$ cat src/rtl/bus_pair_pkg.sv
package bus_pair_pkg;

    localparam int ADDR_W = 16;
    localparam int DATA_W = 16;
    localparam int BYTE_W = DATA_W / 2;

    typedef struct packed {
        logic hi;
        logic lo;
    } lane_sel_t;

    typedef enum logic [1:0] {
        XFER_NONE = 2'd0,
        XFER_HI   = 2'd1,
        XFER_LO   = 2'd2,
        XFER_WORD = 2'd3
    } xfer_kind_t;

    function automatic xfer_kind_t classify(input logic a0, input logic lstrb_n);
        xfer_kind_t k;
        case ({a0, lstrb_n})
            2'b00:   k = XFER_WORD;
            2'b01:   k = XFER_HI;
            2'b10:   k = XFER_LO;
            default: k = XFER_NONE;
        endcase
        return k;
    endfunction

    function automatic lane_sel_t lanes_of(input xfer_kind_t k);
        lane_sel_t s;
        s.hi = (k == XFER_WORD) || (k == XFER_HI);
        s.lo = (k == XFER_WORD) || (k == XFER_LO);
        return s;
    endfunction

endpackage

$ cat src/rtl/bus_pair_decode.sv
module bus_pair_decode
    import bus_pair_pkg::*;
#(
    parameter logic [ADDR_W-1:0] BASE_ADDR = 16'h4000
) (
    input  logic [ADDR_W-1:0] addr,
    input  logic              lstrb_n,
    output logic              win_hit,
    output lane_sel_t         lanes
);
    localparam logic [ADDR_W-2:0] BASE_PAIR = BASE_ADDR[ADDR_W-1:1];

    xfer_kind_t kind;
    logic       pair_match;

    always_comb begin
        pair_match = (addr[ADDR_W-1:1] == BASE_PAIR);
        kind       = classify(addr[0], lstrb_n);
        lanes      = pair_match ? lanes_of(kind) : '0;
        win_hit    = lanes.hi | lanes.lo;
    end
endmodule

$ cat src/rtl/bus_pair_strobe.sv
module bus_pair_strobe (
    input  logic clk,
    input  logic rst,
    input  logic e_in,
    output logic e_fall
);
    logic e_q;

    always_ff @(posedge clk) begin
        if (rst) e_q <= 1'b0;
        else     e_q <= e_in;
    end

    assign e_fall = e_q & ~e_in;
endmodule

$ cat src/rtl/bus_pair_regfile.sv
module bus_pair_regfile
    import bus_pair_pkg::*;
(
    input  logic              clk,
    input  logic              rst,
    input  lane_sel_t         wr_lanes,
    input  logic [DATA_W-1:0] wdata,
    output logic [BYTE_W-1:0] hi_q,
    output logic [BYTE_W-1:0] lo_q
);
    always_ff @(posedge clk) begin
        if (rst) begin
            hi_q <= '0;
            lo_q <= '0;
        end else begin
            if (wr_lanes.hi) hi_q <= wdata[DATA_W-1:BYTE_W];
            if (wr_lanes.lo) lo_q <= wdata[BYTE_W-1:0];
        end
    end


    hold_when_idle_chk: assert property (@(posedge clk) disable iff (rst)
        !(wr_lanes.hi || wr_lanes.lo) |=> $stable({hi_q, lo_q}));


    hi_load_chk: assert property (@(posedge clk) disable iff (rst)
        wr_lanes.hi |=> hi_q == $past(wdata[DATA_W-1:BYTE_W]));


    lo_load_chk: assert property (@(posedge clk) disable iff (rst)
        wr_lanes.lo |=> lo_q == $past(wdata[BYTE_W-1:0]));
endmodule

$ cat src/rtl/bus_pair_regs.sv
module bus_pair_regs
    import bus_pair_pkg::*;
#(
    parameter logic [15:0] BASE_ADDR = 16'h4000
) (
    input  logic        clk,
    input  logic        rst,
    input  logic [15:0] bus_addr,
    input  logic [15:0] bus_data_in,
    input  logic        bus_rw,
    input  logic        bus_e,
    input  logic        bus_lstrb_n,
    output logic [7:0]  reg_hi_q,
    output logic [7:0]  reg_lo_q,
    output logic [15:0] bus_data_out,
    output logic        bus_data_oe
);
    logic      win_hit;
    lane_sel_t lanes;
    lane_sel_t wr_lanes;
    logic      e_fall;
    logic      rd_active;

    bus_pair_decode #(.BASE_ADDR(BASE_ADDR)) u_decode (
        .addr    (bus_addr),
        .lstrb_n (bus_lstrb_n),
        .win_hit (win_hit),
        .lanes   (lanes)
    );

    bus_pair_strobe u_strobe (
        .clk    (clk),
        .rst    (rst),
        .e_in   (bus_e),
        .e_fall (e_fall)
    );

    always_comb begin
        wr_lanes.hi = lanes.hi & e_fall & ~bus_rw;
        wr_lanes.lo = lanes.lo & e_fall & ~bus_rw;
    end

    bus_pair_regfile u_regs (
        .clk      (clk),
        .rst      (rst),
        .wr_lanes (wr_lanes),
        .wdata    (bus_data_in),
        .hi_q     (reg_hi_q),
        .lo_q     (reg_lo_q)
    );

    always_comb begin
        rd_active    = bus_e & bus_rw & win_hit;
        bus_data_oe  = rd_active;
        bus_data_out = '0;
        if (rd_active) begin
            if (lanes.hi) bus_data_out[15:8] = reg_hi_q;
            if (lanes.lo) bus_data_out[7:0]  = reg_lo_q;
        end
    end


    no_drive_outside_chk: assert property (@(posedge clk) disable iff (rst)
        !win_hit |-> !bus_data_oe);


    oe_needs_read_phase_chk: assert property (@(posedge clk) disable iff (rst)
        bus_data_oe |-> (bus_e && bus_rw));


    idle_bus_zero_chk: assert property (@(posedge clk) disable iff (rst)
        !bus_data_oe |-> (bus_data_out == 16'h0000));


    no_write_while_e_high_chk: assert property (@(posedge clk) disable iff (rst)
        bus_e |=> $stable({reg_hi_q, reg_lo_q}));
endmodule

$ cat config.mk
export PLATFORM = sky130hd
export DESIGN_NAME = bus_pair_regs
export DESIGN_NICKNAME = d
export VERILOG_FILES = /design/src/rtl/bus_pair_pkg.sv /design/src/rtl/bus_pair_decode.sv /design/src/rtl/bus_pair_strobe.sv /design/src/rtl/bus_pair_regfile.sv /design/src/rtl/bus_pair_regs.sv
export SDC_FILE = /design/constraint.sdc
export NUM_CORES = 1
export LEC_CHECK = 0
export BUFFER_PORTS_ARGS = -buffer_cell sky130_fd_sc_hd__buf_2
export CORE_MARGIN = 4
export CORE_UTILIZATION = 37
export CTS_BUF_LIST = sky130_fd_sc_hd__clkbuf_16
export DETAILED_ROUTE_END_ITERATION = 6
export PLACE_DENSITY_LB_ADDON = 0.08
export REMOVE_ABC_BUFFERS = 1
export SLEW_MARGIN = 5
export SYNTH_ARGS = -nofsm -noshare
export SYNTH_HDL_FRONTEND = slang
export SYNTH_HIERARCHICAL = 1
export SYNTH_SLANG_ARGS = --single-unit
$ cat constraint.sdc
create_clock -name clk -period 1.46 [get_ports clk]
set_input_delay 0.146 -clock clk [delete_from_list [all_inputs] [get_ports clk]]
set_output_delay 0.146 -clock clk [all_outputs]
set_load 0.005 [all_outputs]
Word level (Yosys, flattened, before mapping)

Index checks and enable logic that the tools add are counted.

Bits of input ports: 37
Register bits after elaboration: 17
Output and inout bits: 33
Logic and storage cells: 27

Bitwise gates (word level): 10
Eq/ne operators: 6
Multiplexer cells: 5
Reduce and logical (&&, ||, !) cells: 3

Operators with widths:

| operator                                                                 | count |
|---|---|
| 16-bit two-way mux                                                       | 1 |
| 8-bit two-way mux                                                        | 2 |
| 15-bit by 14-bit equality test with 1-bit output (second input constant) | 1 |
| 1-bit bitwise AND                                                        | 7 |
| 2-bit equality test (second input constant)                              | 3 |
| 2-bit one-hot mux with 3 select lines                                    | 1 |
| 2-bit by 1-bit equality test with 1-bit output (second input constant)   | 2 |
| 2-bit logical NOT                                                        | 1 |
| 1-bit logical OR                                                         | 2 |
| 2-bit two-way mux                                                        | 1 |
| 1-bit inverter                                                           | 2 |
| 1-bit OR                                                                 | 1 |

Depth between registers and ports, before layout

Gate-level depths: netlist of the first run.

Word-level depth: 8
Depth in mapped cells: 7
Depth with buffers taken out: 6

By module

The synthesis of the first run kept the hierarchy.

By module, submodules not included:

| module           | sequential area each (sq um) | area an instance (sq um) | instances | cells an instance |
|---|---|---|---|---|
| bus_pair_regfile | 320.3                        | 579.3                    | 1         | 52 |
| bus_pair_regs    | 0.0                          | 146.4                    | 1         | 21 |
| bus_pair_decode  | 0.0                          | 67.6                     | 1         | 8 |
| bus_pair_strobe  | 20.0                         | 35.0                     | 1         | 3 |

Worst setup path after synthesis of the first run

No wires, ideal clock.

Path kind: input -> register
From: input bus_addr[3]
To: register u_regs.hi_q[5]
Buffers on the path: 1
Data arrival time: 1211 ps
Required time: 1344 ps
Stages: 7
Setup time: 116 ps
Setup slack: 133 ps
Cell sequence: nor4_2 nand4_1 nor2_1 and3b_1 buf_6 mux2i_1 nor2_1

RTL lines:

| element              | RTL line               | text |
|---|---|---|
| start, declared      | bus_pair_regs.sv:8     | `input logic [15:0] bus_addr,` |
| end signal, assigned | bus_pair_regfile.sv:16 | `if (wr_lanes.hi) hi_q <= wdata[DATA_W-1:BYTE_W];` |
| end, declared        | bus_pair_regfile.sv:8  | `output logic [BYTE_W-1:0] hi_q,` |

Final worst setup path of the first run

From: input bus_addr[6]
To: output bus_data_out[4]

Longest elaborated chain between the ends: 5
Elaborated cells on any way between the ends: 6
Classes of those cells: 1 x eq/ne; 3 x mux; 2 x bitwise

RTL lines:

| element                                          | RTL line              | text |
|---|---|---|
| 15-bit by 14-bit equality test with 1-bit output | bus_pair_decode.sv:17 | `pair_match = (addr[ADDR_W-1:1] == BASE_PAIR);` |
| 2-bit two-way mux                                | bus_pair_decode.sv:19 | `lanes = pair_match ? lanes_of(kind) : '0;` |
| 1-bit OR                                         | bus_pair_decode.sv:20 | `win_hit = lanes.hi \| lanes.lo;` |
| named net win_hit                                | bus_pair_regs.sv:18   | `logic win_hit;` |
| 1-bit bitwise AND                                | bus_pair_regs.sv:53   | `rd_active = bus_e & bus_rw & win_hit;` |
| 16-bit two-way mux                               | bus_pair_regs.sv:56   | `if (rd_active) begin` |
| end, declared                                    | bus_pair_regs.sv:15   | `output logic [15:0] bus_data_out,` |

The timed path passes the listed nets, and every way through them passes these cells.

==> flow_summary.yaml, run 1 <==
run_status:
  outcome: "finished, violations left"
  violations: "negative setup slack"
critical_path:
  path_cells: "buf_6, nor4_4, nand4_1, a21oi_2, and4_4, and2_4, buf_6"
  critPathMaxStageDelay_ps: 300
  crit_required_ps: 1310
  cpMostUsedCell: "buf_6"
  worstSetupPathType: "input port to output port"
  cp.buffers_inverters: 2
  cp-start-kind: "input port"
  cp_slowest_cell: "and4_4"
  crit_path_end_kind: "output port"
  crit_fanout: 8
  crit_cells: 7
  critPathTopFamily: "simple AND/OR/NAND/NOR gates"
  crit_arrival_ps: 1430
  r2r_cells: 5
final_layout:
  nets: 193
  drive_gt1_frac: 0.594
  final_area_sq_um: 1410
  antennaDiodeCount: 0
  fill_cells: 186
  fin_util: 0.689
  synthToLayoutAreaGrowth_pct: 69.9
place:
  globalplace.congestion: 0.752
  placed_cell_area_sq_um: 1210
  dp_hpwl_um: 1640
  place_ws_ps: -156
  io_buffer_count: 69
clock_tree:
  cts.sinks: 17
  cts_made_buffers: 3
  clk_latency_ps: 240
  cts_root_buffer: "clkbuf_16"
  htreeDepth: 1
  clockBufferDepth: 2
  cts_tree: "built"
  cts-hold-fix-buffers: 0
  post-cts-setup-buffers: 0
  clk_pin_slew_ps: 50
die:
  fp.dieW_um: 55.3
  core_sq_um: 2040
  start_util: 0.406
  fp.dieArea_sq_um: 3060
  die_h_um: 55.3
  rows: 16
  ioPinCount: 70
power_and_ir_drop:
  combinationalPowerShare: 0.076
  p_seq_frac: 0.430
  power.share.switching: 0.188
  ir_drop_mv: 0.584
  p_int_w: 0.000882
  p_leak_nw: 0.684
  clkPwrFrac: 0.494
  p_per_area_nw_per_um2: 771
  power.net_switching_w: 0.000204
yosys:
  synth_mux_area_frac: 0.193
  yosysTopAreaCell: "dfxtp_1"
  synth_compound_area_frac: 0.0106
  synth_adder_area_share: 0
  ys_seq_area_frac: 0.411
  synth_xor_area_frac: 0
  synth_area_sq_um: 828
  synth_area_leaders: "dfxtp_1, mux2i_1, and2_1, nor2_1, nor4_2"
  synth_edf_count: 0
  synth.most_common_cell: "nor2_1"
  synth_cell_types: 15
  async_flop_share: 0
  syn_avg_cell_area_sq_um: 9.86
  synth_common_cells: "nor2_1, dfxtp_1, and2_1, mux2i_1"
  synth-seq-cells: 17
  yosysTopAreaCellShare: 0.411
  synth-simple-area-share: 0.338
  synth_cells: 84
  ys.flop_type: "dfxtp_1"
  synth_top_family_by_area: "simple AND/OR/NAND/NOR gates"
  ys.warnings.count: 6
timing:
  finalMaxSlewViolations: 0
  timing.final.crit_share: 1.08
  skew_ps: 1.25
  setup_viol: 16
  rsz0062_at_grt: "yes"
  finalSetupTns_ps: -1620
  tightestPinTransition_ps: 304
  max_freq_mhz: 633
  hold_viol_final: 0
  setup_slack_ps: -120
  whs_ps: 136
  maxSlewHeadroom: 0.797
  min_period_ps: 1580
routing:
  routed_wl_um: 2220
  wl_per_cell_um: 12.2
  drt-pass1-iter-count: 3
  drt_iter0_drc: 9
  via_per_inst: 4.54
  drc: 0
  num_vias: 826
  antenna_left: 0
run:
  maxCapViolations: 0
worst_hold_path:
  worstHoldPathType: "input port to register"
  hold_depth: 3
grt:
  grt_max_degree: 18
  grt_usage: 0.145
  grt_pass1_vias: 803
  antenna_found_initial: 0
  globalRouteOverflowTotal: 0
  grt_first_pass_wirelength_um: 3660
==> cell type report <==
type / count / area (sq um) / share of cell area
Clock buffer: 3 / 75.1 / 0.0533
Timing Repair Buffer: 71 / 460 / 0.327
Multi-Input combinational cell: 63 / 493 / 0.350
Clock inverter: 1 / 5.00 / 0.00356
Tap cell: 27 / 33.8 / 0.0240
Sequential cell: 17 / 340 / 0.242
==> sequential cells by signal, summed over array words and instances (netlist names) <==
signal	cells
u_strobe/e_q	1
u_regs/hi_q	8
u_regs/lo_q	8
==> worst reg2reg max path, delay by kind of cell (launching register included) <==
family | cells | cell delay (ps)
buffers and inverters | 1 | 140
flip-flops | 1 | 290
multiplexers | 1 | 200
AND/OR/NAND/NOR | 3 | 410
==> layer usage <==
metal | up-vias | track usage | wire length (um)
li1 | 423 | - | -
met2 | 36 | 0.238 | 1080
met3 | 2 | 0.0536 | 229
met4 | 0 | 0.0625 | 12
met5 | - | 0 | 0
met1 | 365 | 0.168 | 903
==> power by group through the flow <==
| stage | Sequential [W] | Clock [W] | Combinational, W |
|---|---|---|---|
| global placement | 0.000476 | 0 | 0.0000673 |
| floorplan | 0.000476 | 0 | 0.00000779 |
| detailed placement | 0.000476 | 0 | 0.0000686 |
| finish | 0.000466 | 0.000536 | 0.0000830 |
| CTS | 0.000466 | 0.000550 | 0.0000809 |
| global route | 0.000466 | 0.000566 | 0.0000925 |
==> repair_timing <==
action                                  4_1_cts  5_1_grt
endpoints found under the setup margin       16       24
resized for setup                             8       16
pin swaps                                    16       12
==> through the flow <==
stage	instances	total power, W
6_report	182	0.00109
4_1_cts	182	0.00110
3_5_place_dp	178	0.000544
2_1_floorplan	80	0.000484
3_3_place_gp	178	0.000543
5_1_grt	182	0.00112
==> cell families (layout without fill, tap and decap cells) <==
kind of cell           count (synthesis)  after routing
buffers and inverters                  4             75
multiplexers                          16             16
AND/OR/NAND/NOR                       46             46
AO/OA/AOI/OAI                          1              1
flip-flops                            17             17
==> layout by cell type, fill, tap and decap left out, types with 3 or more instances in the layout <==
master | synthesis | final
and2_1 | 16 | 9
and2_4 | 0 | 7
buf_2 | 0 | 57
buf_6 | 3 | 12
clkbuf_16 | 0 | 3
dfxtp_1 | 17 | 17
mux2i_1 | 16 | 14
nor2_1 | 18 | 18
==> worst paths after layout <==
kind	startpoint	endpoint	slack [ps]
worst min register to register	u_regs/hi_q[4]$_SDFFE_PP0P_	u_regs/hi_q[4]$_SDFFE_PP0P_	500
worst max-delay path	bus_addr[6]	bus_data_out[4]	-120
worst max register to register	u_strobe/e_q$_SDFF_PP0_	u_regs/lo_q[6]$_SDFFE_PP0P_	310
worst min-delay path	bus_data_in[7]	u_regs/lo_q[7]$_SDFFE_PP0P_	140
(Power assumes the default switching activity.)
==> inputs of run 2 (changes only) <==
- PLACE_DENSITY: not set -> 0.76
- PLACE_DENSITY_LB_ADDON: 0.08 -> not set
==> flow_summary.yaml, run 2 (synthesis gave the netlist of run 1 again) <==
critical_path:
  cp-start-kind: "input port"
  cpMostUsedCell: "buf_6"
  crit_path_end_kind: "output port"
  cp_slowest_cell: "and4_4"
  crit_arrival_ps: 1440
  worstSetupPathType: "input port to output port"
  crit_required_ps: 1310
  regToRegSetupSlack_ps: 310
  r2r_cells: 5
  path_cells: "buf_6, nor4_4, nand4_1, a21oi_2, and4_4, and2_4, buf_6"
  critPathMaxStageDelay_ps: 290
  worst_r2r_endpoint: "u_regs/lo_q[6]$_SDFFE_PP0P_"
  r2r_start: "u_strobe/e_q$_SDFF_PP0_"
  crit_fanout: 8
place:
  dp_cells: 178
  dp_hpwl_um: 1770
  place_ws_ps: -240
  io_buffer_count: 69
  globalplace.congestion: 0.846
clock_tree:
  cts.sinks: 17
  clk_pin_slew_ps: 50
  clockBufferDepth: 2
  cts_root_buffer: "clkbuf_16"
  clk_latency_ps: 240
  cts-hold-fix-buffers: 0
  cts_made_buffers: 3
  cts_tree: "built"
  htreeDepth: 1
run_status:
  outcome: "finished, violations left"
  violations: "negative setup slack"
routing:
  drt-pass1-iter-count: 2
  drt_iter0_drc: 7
  via_per_inst: 4.72
  routed_wl_um: 2280
  num_vias: 859
  antenna_left: 0
  wl_per_cell_um: 12.5
  drc: 0
final_layout:
  fill_cells: 187
  reg.largest.list: "u_regs/hi_q (8), u_regs/lo_q (8), u_strobe/e_q (1)"
  layout_commonest_cell: "buf_2"
  final_cell_mix: "buf_2, nor2_1, dfxtp_1, mux2i_1, and2_1"
  nets: 193
  synthToLayoutAreaGrowth_pct: 64.4
  instances_no_fill: 182
  drive_gt1_frac: 0.568
  multi_input_area_sq_um: 473
  register_area_sq_um: 340
  antennaDiodeCount: 0
die:
  rows: 16
  core_sq_um: 2040
  fp.dieArea_sq_um: 3060
  ioPinCount: 70
  start_util: 0.406
  fp.dieW_um: 55.3
  die_h_um: 55.3
power_and_ir_drop:
  p_per_area_nw_per_um2: 787
  p_leak_nw: 0.674
  ir_drop_mv: 0.893
  p_total_w: 0.00107
timing:
  setup_slack_ps: -131
  setup_viol: 16
  rsz0062_at_grt: "yes"
  finalMaxSlewViolations: 0
  skew_ps: 0.644
  max_freq_mhz: 629
  tightestPinTransition_ps: 302
  maxSlewHeadroom: 0.798
  min_period_ps: 1590
  timing.final.crit_share: 1.09
  hold_viol_final: 0
run:
  maxCapViolations: 0
worst_hold_path:
  hold_depth: 3
  holdPathEnd: "u_regs/hi_q[0]$_SDFFE_PP0P_"
  hp-start: "bus_data_in[8]"
  worstHoldPathType: "input port to register"
grt:
  grt_usage: 0.150
  grt_pass1_vias: 851
  antenna_found_initial: 0
  grt_max_degree: 18
  grt_first_pass_wirelength_um: 3830
  globalRouteOverflowTotal: 0
## run 2: through the flow
| step | cell area, sq um | hold slack [ps] | utilization | setup TNS (ps) |
|---|---|---|---|---|
| finish | 1360 | 138 | 0.667 | -1890 |
| global route | 1360 | 160 | 0.667 | -4210 |
| CTS | 1350 | 134 | 0.661 | -1910 |
| detailed placement | 1210 | 392 | 0.592 | -5770 |
| global placement | 1210 | 380 | 0.592 | -4030 |
| floorplan | 790 | 212 | - | 0 |
## run 2: final cells by class
cell class	instances	share of cell area
Timing Repair Buffer	71	0.320
Clock buffer	3	0.0551
Clock inverter	1	0.00276
Sequential cell	17	0.250
Multi-Input combinational cell	63	0.347
Tap cell	27	0.0248
## run 2: critical path: cells and delay by family
| kind | cells | cell delay, ps |
|---|---|---|
| and+or+nand+nor | 4 | 910 |
| buffers and inverters | 2 | 190 |
| AOI/OAI and AO/OA | 1 | 210 |
## run 2: worst max-delay path by stage
stage          depth (start not counted)          from                          end  slack (ps)
6_report                               7  bus_addr[12]              bus_data_out[6]        -130
5_1_grt                                7  bus_addr[12]             bus_data_out[12]        -260
4_1_cts                                7  bus_addr[12]              bus_data_out[9]        -130
3_5_place_dp                           8   bus_addr[7]  u_regs/lo_q[6]$_SDFFE_PP0P_        -240
3_3_place_gp                           8   bus_addr[7]  u_regs/hi_q[7]$_SDFFE_PP0P_        -150
2_1_floorplan                          6   bus_addr[3]  u_regs/hi_q[0]$_SDFFE_PP0P_           1
## run 2: report_power, final
group | internal, W | switching [W] | total [W]
sequential | 0.000466 | 0.000000184 | 0.000466
clock | 0.000363 | 0.000167 | 0.000530
combinational | 0.0000454 | 0.0000304 | 0.0000758
total | 0.000875 | 0.000197 | 0.00107
## run 2: timing repair
action | CTS | global route
gates resized for setup | 12 | 4
setup endpoints to repair | 16 | 31
pin swaps | 21 | 5
setup buffers | 0 | 0
## run 2: layer usage
metal,part of all wire,GRT usage,vias to the layer above
met5,0,0,-
met4,0.0057,0.0313,0
met3,0.12,0.0746,2
met2,0.48,0.257,48
met1,0.39,0.168,382
li1,-,-,427
